`config.mk`:
```
export PLATFORM = sky130hd
export DESIGN_NAME = halfword_split_seq
export DESIGN_NICKNAME = d
export VERILOG_FILES = /design/src/rtl/hws_pkg.sv /design/src/rtl/hws_ctrl.sv /design/src/rtl/hws_outreg.sv /design/src/rtl/halfword_split_seq.sv
export SDC_FILE = /design/constraint.sdc
export NUM_CORES = 1
export LEC_CHECK = 0
export BUFFER_PORTS_ARGS = -buffer_cell sky130_fd_sc_hd__buf_2
export CORE_ASPECT_RATIO = 1.1
export CORE_MARGIN = 2
export CORE_UTILIZATION = 40
export CTS_BUF_LIST = sky130_fd_sc_hd__clkbuf_8
export DETAILED_ROUTE_END_ITERATION = 7
export GPL_ROUTABILITY_DRIVEN = 0
export PLACE_DENSITY = 0.66
export RECOVER_POWER = 100
export SYNTH_ARGS = -nofsm -noshare
export SYNTH_HDL_FRONTEND = slang
export SYNTH_SLANG_ARGS = --single-unit
export TNS_END_PERCENT = 100
```
`constraint.sdc`:
```
create_clock -name clk -period 1.61 [get_ports clk]
set_input_delay 0.161 -clock clk [delete_from_list [all_inputs] [get_ports clk]]
set_output_delay 0.161 -clock clk [all_outputs]
set_load 0.02 [all_outputs]
```
`src/rtl/hws_pkg.sv`:
```
package hws_pkg;

  typedef enum logic [2:0] {
    S_IDLE,
    S_CMD1,
    S_WAIT1,
    S_START2,
    S_CMD2,
    S_WAIT2,
    S_RELEASE,
    S_HANDBACK
  } seqState_t;

  // Strobes from the control FSM to the output/steering register stage
  typedef struct packed {
    logic cmdOn;
    logic cmdEn;
    logic startOn;
    logic startEn;
    logic beEn;
    logic ex32On;
    logic latchLow;
    logic swapUp;
    logic driveWide;
    logic swapDown;
  } seqStrobe_t;

endpackage

```
`src/rtl/hws_ctrl.sv`:
```
module hws_ctrl
  import hws_pkg::*;
(
  input  logic       clk,
  input  logic       rstN,
  input  logic       mstStart,
  input  logic       ex32In,
  input  logic       ex16In,
  input  logic       exRdy,
  input  logic       writeSel,
  output seqStrobe_t strobeNext
);

  seqState_t state, nextState;
  logic isWrite;
  logic takeover;
  logic wrNext;
  logic inFirst, inSecond;
  logic firstEnd, secondEnd;

  assign takeover = mstStart && ex16In && !ex32In;
  assign inFirst  = (state == S_CMD1) || (state == S_WAIT1);
  assign inSecond = (state == S_CMD2) || (state == S_WAIT2);

  always_comb begin
    nextState = state;
    unique case (state)
      S_IDLE:     if (takeover) nextState = S_CMD1;
      S_CMD1:     nextState = exRdy ? S_START2 : S_WAIT1;
      S_WAIT1:    if (exRdy) nextState = S_START2;
      S_START2:   nextState = S_CMD2;
      S_CMD2:     nextState = exRdy ? S_RELEASE : S_WAIT2;
      S_WAIT2:    if (exRdy) nextState = S_RELEASE;
      S_RELEASE:  nextState = S_HANDBACK;
      S_HANDBACK: nextState = S_IDLE;
      default:    nextState = S_IDLE;
    endcase
  end

  always_ff @(posedge clk or negedge rstN) begin
    if (!rstN) begin
      state   <= S_IDLE;
      isWrite <= 1'b0;
    end else begin
      state <= nextState;
      if (state == S_IDLE && takeover) isWrite <= writeSel;
    end
  end

  assign wrNext    = (state == S_IDLE) ? writeSel : isWrite;
  assign firstEnd  = inFirst && (nextState == S_START2);
  assign secondEnd = inSecond && (nextState == S_RELEASE);

  always_comb begin
    strobeNext           = '0;
    strobeNext.cmdOn     = (nextState == S_CMD1) || (nextState == S_WAIT1) ||
                           (nextState == S_CMD2) || (nextState == S_WAIT2);
    strobeNext.cmdEn     = (nextState != S_IDLE) && (nextState != S_HANDBACK);
    strobeNext.startOn   = (nextState == S_START2);
    strobeNext.startEn   = (nextState == S_START2) || (nextState == S_CMD2) ||
                           (nextState == S_WAIT2);
    strobeNext.beEn      = strobeNext.startEn;
    strobeNext.ex32On    = (nextState == S_HANDBACK);
    strobeNext.latchLow  = !isWrite && (firstEnd || secondEnd);
    strobeNext.swapUp    = !isWrite && secondEnd;
    strobeNext.driveWide = wrNext && ((nextState == S_CMD1) || (nextState == S_WAIT1));
    strobeNext.swapDown  = isWrite && (nextState == S_START2);
  end

  // no takeover without the 16-bit-only response on a START edge
  a_r2_idle_hold: assert property (@(posedge clk) disable iff (!rstN)
    (state == S_IDLE && !takeover) |=> (state == S_IDLE));

  // slave not ready keeps the first command phase going
  a_r4_wait_first: assert property (@(posedge clk) disable iff (!rstN)
    (inFirst && !exRdy) |=> (state == S_WAIT1));

  // slave not ready keeps the second command phase going
  a_r4_wait_second: assert property (@(posedge clk) disable iff (!rstN)
    (inSecond && !exRdy) |=> (state == S_WAIT2));

  // a second START always follows the first command phase
  a_r5_start_follows: assert property (@(posedge clk) disable iff (!rstN)
    (inFirst && exRdy) |=> (state == S_START2));

  // handback always follows the release clock
  a_r9_handback_order: assert property (@(posedge clk) disable iff (!rstN)
    (state == S_RELEASE) |=> (state == S_HANDBACK));

endmodule

```
`src/rtl/hws_outreg.sv`:
```
module hws_outreg
  import hws_pkg::*;
#(
  parameter int LANES = 4
) (
  input  logic             clk,
  input  logic             rstN,
  input  seqStrobe_t       strobeNext,
  output logic             cmdOut,
  output logic             cmdOe,
  output logic             startOut,
  output logic             startOe,
  output logic [LANES-1:0] beOut,
  output logic             beOe,
  output logic             ex32Out,
  output logic             ex32Oe,
  output logic             bufLatchLow,
  output logic             bufSwapUp,
  output logic             bufDriveWide,
  output logic             bufSwapDown
);

  localparam int HALF = LANES / 2;
  localparam logic [LANES-1:0] UPPER_MASK = {{HALF{1'b1}}, {(LANES - HALF){1'b0}}};

  seqStrobe_t strobeQ;

  always_ff @(posedge clk or negedge rstN) begin
    if (!rstN) strobeQ <= '0;
    else       strobeQ <= strobeNext;
  end

  assign cmdOut       = strobeQ.cmdOn;
  assign cmdOe        = strobeQ.cmdEn;
  assign startOut     = strobeQ.startOn;
  assign startOe      = strobeQ.startEn;
  assign beOe         = strobeQ.beEn;
  assign beOut        = strobeQ.beEn ? UPPER_MASK : '0;
  assign ex32Out      = strobeQ.ex32On;
  assign ex32Oe       = strobeQ.ex32On;
  assign bufLatchLow  = strobeQ.latchLow;
  assign bufSwapUp    = strobeQ.swapUp;
  assign bufDriveWide = strobeQ.driveWide;
  assign bufSwapDown  = strobeQ.swapDown;

  // the START pulse is followed by a command with START low
  a_r5_start_then_cmd: assert property (@(posedge clk) disable iff (!rstN)
    startOut |=> (cmdOut && !startOut && startOe));

  // START and byte enables are released before EX32 is driven
  a_r9_release_first: assert property (@(posedge clk) disable iff (!rstN)
    ex32Out |-> (!startOe && !beOe && $past(!startOe)));

  // the upper-lane copy comes with the final capture
  a_r6_swap_with_latch: assert property (@(posedge clk) disable iff (!rstN)
    bufSwapUp |-> bufLatchLow);

  // lane swap for writes only during the START pulse
  a_r8_swapdown_start: assert property (@(posedge clk) disable iff (!rstN)
    bufSwapDown |-> (startOut && !bufLatchLow));

  // command strobe is never driven without its enable
  a_r3_cmd_enabled: assert property (@(posedge clk) disable iff (!rstN)
    cmdOut |-> cmdOe);

endmodule

```
`src/rtl/halfword_split_seq.sv`:
```
module halfword_split_seq
  import hws_pkg::*;
#(
  parameter int LANES = 4
) (
  input  logic             clk,
  input  logic             rstN,
  input  logic             mstStart,
  input  logic             ex32In,
  input  logic             ex16In,
  input  logic             exRdy,
  input  logic             writeSel,
  output logic             cmdOut,
  output logic             cmdOe,
  output logic             startOut,
  output logic             startOe,
  output logic [LANES-1:0] beOut,
  output logic             beOe,
  output logic             ex32Out,
  output logic             ex32Oe,
  output logic             bufLatchLow,
  output logic             bufSwapUp,
  output logic             bufDriveWide,
  output logic             bufSwapDown
);

  seqStrobe_t strobeNext;

  hws_ctrl u_ctrl (
    .clk        (clk),
    .rstN       (rstN),
    .mstStart   (mstStart),
    .ex32In     (ex32In),
    .ex16In     (ex16In),
    .exRdy      (exRdy),
    .writeSel   (writeSel),
    .strobeNext (strobeNext)
  );

  hws_outreg #(.LANES(LANES)) u_outreg (
    .clk          (clk),
    .rstN         (rstN),
    .strobeNext   (strobeNext),
    .cmdOut       (cmdOut),
    .cmdOe        (cmdOe),
    .startOut     (startOut),
    .startOe      (startOe),
    .beOut        (beOut),
    .beOe         (beOe),
    .ex32Out      (ex32Out),
    .ex32Oe       (ex32Oe),
    .bufLatchLow  (bufLatchLow),
    .bufSwapUp    (bufSwapUp),
    .bufDriveWide (bufDriveWide),
    .bufSwapDown  (bufSwapDown)
  );

endmodule

```
==> impl_metrics.tcl <==
set metrics [dict create \
    synth_top_area_share_pct 50.1 \
    grt_max_degree 14 \
    antenna_found_initial 0 \
    path_clk_slew_ns 0.06 \
    netlist_area_um2 649 \
    drc 0 \
    syn2layout_area_growth_pct 16.6 \
    drv_slew 0 \
    dpl_cell_area_um2 728 \
    drt-initial-drc-count 19 \
    vdd_drop_max_v 0.00111 \
    synth-async-reset-ratio_pct 100 \
    fp.dieH_um 46.3 \
    yosysTopAreaCell "dfrtp_1" \
    endpoint_kind "flop" \
    fillers 159 \
    yosysSeqAreaShare_pct 50.1 \
    final_antenna_net_count 0 \
    grt_pass1_vias 376 \
    finalHoldViolCount 0 \
    cts_tree "built" \
    worstPathCellList "clkbuf_1 > xnor2_1 > nor3b_1 > and2_1" \
    total_power_w 0.00163 \
    syn-instance-count 58 \
    slowest_delay_ns 0.39 \
    synth_cell_type_count 27 \
    synthTopCellsByCount "13 x dfrtp_1, 6 x buf_4, 4 x nand2_1" \
    status "completed" \
    synth_area_per_cell_um2 11.2 \
    boundaryPins 22 \
    grt_pass1_wl_um 1710 \
    stdcell_area_um2 757 \
    intPower_w 0.000936 \
    period_share_pct 88.4 \
    tns_ns 0 \
    dr_wl_met2_um 549 \
    nets 84 \
    synth_warnings 0 \
    worstSetupPathType "reg2reg" \
    wl_per_cell_um 12.6 \
    clkPwrFrac_pct 17.2 \
    fin_crit_ns 1.42 \
    cap_violations 0 \
    sequentialPowerShare_pct 33.8 \
    cp_slowest_cell "clkbuf_1" \
    viasPerCell 5.00 \
    power.switching_w 0.000697 \
    cts_setup_buffers 0 \
    rows 15 \
    dp_cells 88 \
    initial_core_util_pct 42.2 \
    clock-sinks 13 \
    die_w_um 42.4 \
    core_area_um2 1540 \
    track_usage_pct 12.4 \
    vias 465 \
    combPwrFrac_pct 49.0 \
    wl_met1_um 521 \
    yosysMostFrequentCell "dfrtp_1" \
    tightest_slew_ns 0.664 \
    die_area_um2 1960 \
    min_path_type "in2reg" \
    p_sw_share_pct 42.7 \
    required_ns 1.79 \
    p_per_area_nw_per_um2 2160 \
    critical_path_arrival_ns 1.60 \
    setup_viol 0 \
    io_buffers 19 \
    n_antenna_cell 0 \
    grt_overflow 0 \
    cts_buffers 3 \
    final_core_utilization_pct 49.2 \
    highest_layer "met4" \
    synth_area_leaders "dfrtp_1 50%, buf_4 6.9%, nand4b_4 3.7%" \
    cts.path.max_buffers 2 \
    wl_um 1180 \
    fin_cells 93 \
    rsz0062_at_grt "no" \
    drive_gt1_share_pct 18.4 \
    dr.pass1.iters 5 \
    clk_latency_ns 0.24 \
    dp_hpwl_um 759 \
    relSlewSlack_pct 55.7 \
    leakage_nw 0.353 \
    skew_ns 0.00507 \
    cp_max_fo 12 \
    h-tree-depth 1 \
    ys.flop_type "dfrtp_1" \
    synth-edff-count 0 \
    synth-seq-cells 13 \
    fmax_mhz 703 \
    wl_met3_um 92 \
    worst_setup_path_start_kind "flop" \
    clockRootBuffer "clkbuf_8" \
]
[through the flow]
| step | setup slack [ns] | hold WS (ns) |
|---|---|---|
| 6_report | 0.187 | 0.167 |
| 5_1_grt | 0.112 | 0.176 |
| 4_1_cts | 0.275 | 0.167 |
| 3_5_place_dp | 0.290 | 0.0572 |
| 3_3_place_gp | 0.328 | 0.0534 |
| 2_1_floorplan | 0.339 | -0.135 |
[flip-flops by register name, indices dropped and copies added, names as in the netlist]
name / count
u_outreg.bufDriveWide: 1
u_outreg.bufSwapDown: 1
u_outreg.cmdOe: 1
u_ctrl.state: 3
u_outreg.cmdOut: 1
u_outreg.bufLatchLow: 1
u_outreg.startOe: 1
u_outreg.startOut: 1
u_ctrl.isWrite: 1
u_outreg.ex32Oe: 1
u_outreg.bufSwapUp: 1
[critical path: cells and delay by family, from the launching register on]
kind / cells / cell delay [ns]
and+or+nand+nor: 2 / 0.43
buffers and inverters: 1 / 0.39
DFF: 1 / 0.38
xor gates and xnor gates: 1 / 0.15
[cell usage in the layout, fill, tap and decap left out]
cell and instances:
clkbuf_1 15, dfrtp_1 13, buf_2 5, nand2_1 4, o21ai_0 4, nor2_1 3, clkbuf_8 3, xnor2_1 2
a21o_1 2, nor3b_1 2, a21oi_1 2, nand2b_1 2, conb_1 2, buf_4 2, nor2b_1 1, o21a_1 1
nor3_4 1, nand4b_4 1, a221o_1 1, nand3b_1 1, o211ai_1 1, a21boi_0 1, o21ai_1 1, and4bb_2 1
mux2i_1 1, and2_1 1, mux2_4 1, inv_1 1, dlygate4sd3_1 1
[power groups by stage]
stage / combinational (W) / sequential (W) / clock (W)
2_1_floorplan: 0.000555 / 0.000666 / 0
3_3_place_gp: 0.000839 / 0.000547 / 0
3_5_place_dp: 0.000849 / 0.000552 / 0
4_1_cts: 0.000864 / 0.000548 / 0.000288
5_1_grt: 0.000867 / 0.000566 / 0.000305
6_report: 0.000800 / 0.000552 / 0.000281
[path summary, 6_finish.rpt]
check / cells after the start / slack (ns) / end / start
min in group asynchronous: 2 / 0.46 / u_ctrl.state[2]$_DFF_PN0_ / rstN
min reg2reg: 1 / 0.55 / u_outreg.bufSwapUp$_DFF_PN0_ / u_ctrl.isWrite$_DFFE_PN0P_
min: 2 / 0.17 / u_ctrl.isWrite$_DFFE_PN0P_ / writeSel
max in group asynchronous: 2 / 0.72 / u_outreg.startOut$_DFF_PN0_ / rstN
max reg2reg: 4 / 0.19 / u_outreg.bufSwapDown$_DFF_PN0_ / u_ctrl.state[1]$_DFF_PN0_
max: 4 / 0.19 / u_outreg.bufSwapDown$_DFF_PN0_ / u_ctrl.state[1]$_DFF_PN0_
[cells by family after synthesis]
family,after synthesis,synth area share [%]
buf+inv,10,9.82
xor+xnor,2,2.70
compound gates,13,12.7
flops,13,50.1
mux,2,3.85
other cells,1,0.577
simple gates,17,20.2
[what timing repair did]
item	CTS	global route
setup endpoints to repair	0	0
gates resized for setup	0	0
hold endpoints to repair	13	0
hold buffers	1	0
[cell type report]
class	count	area [um2]	area share [%]
Clock inverter	1	3.75	0.496
Multi-Input combinational cell	36	259	34.2
Timing Repair Buffer	23	106	14.0
Sequential cell	13	325	43.0
Tap cell	17	21.3	2.81
Clock buffer	3	41.3	5.45
[metal layers]
layer | track usage, % | vias up
met3 | 7.06 | 2
met1 | 15.8 | 214
met4 | 1.88 | 0
li1 | - | 229
met5 | 0 | -
met2 | 18.8 | 20
(Power assumes the default switching activity.)
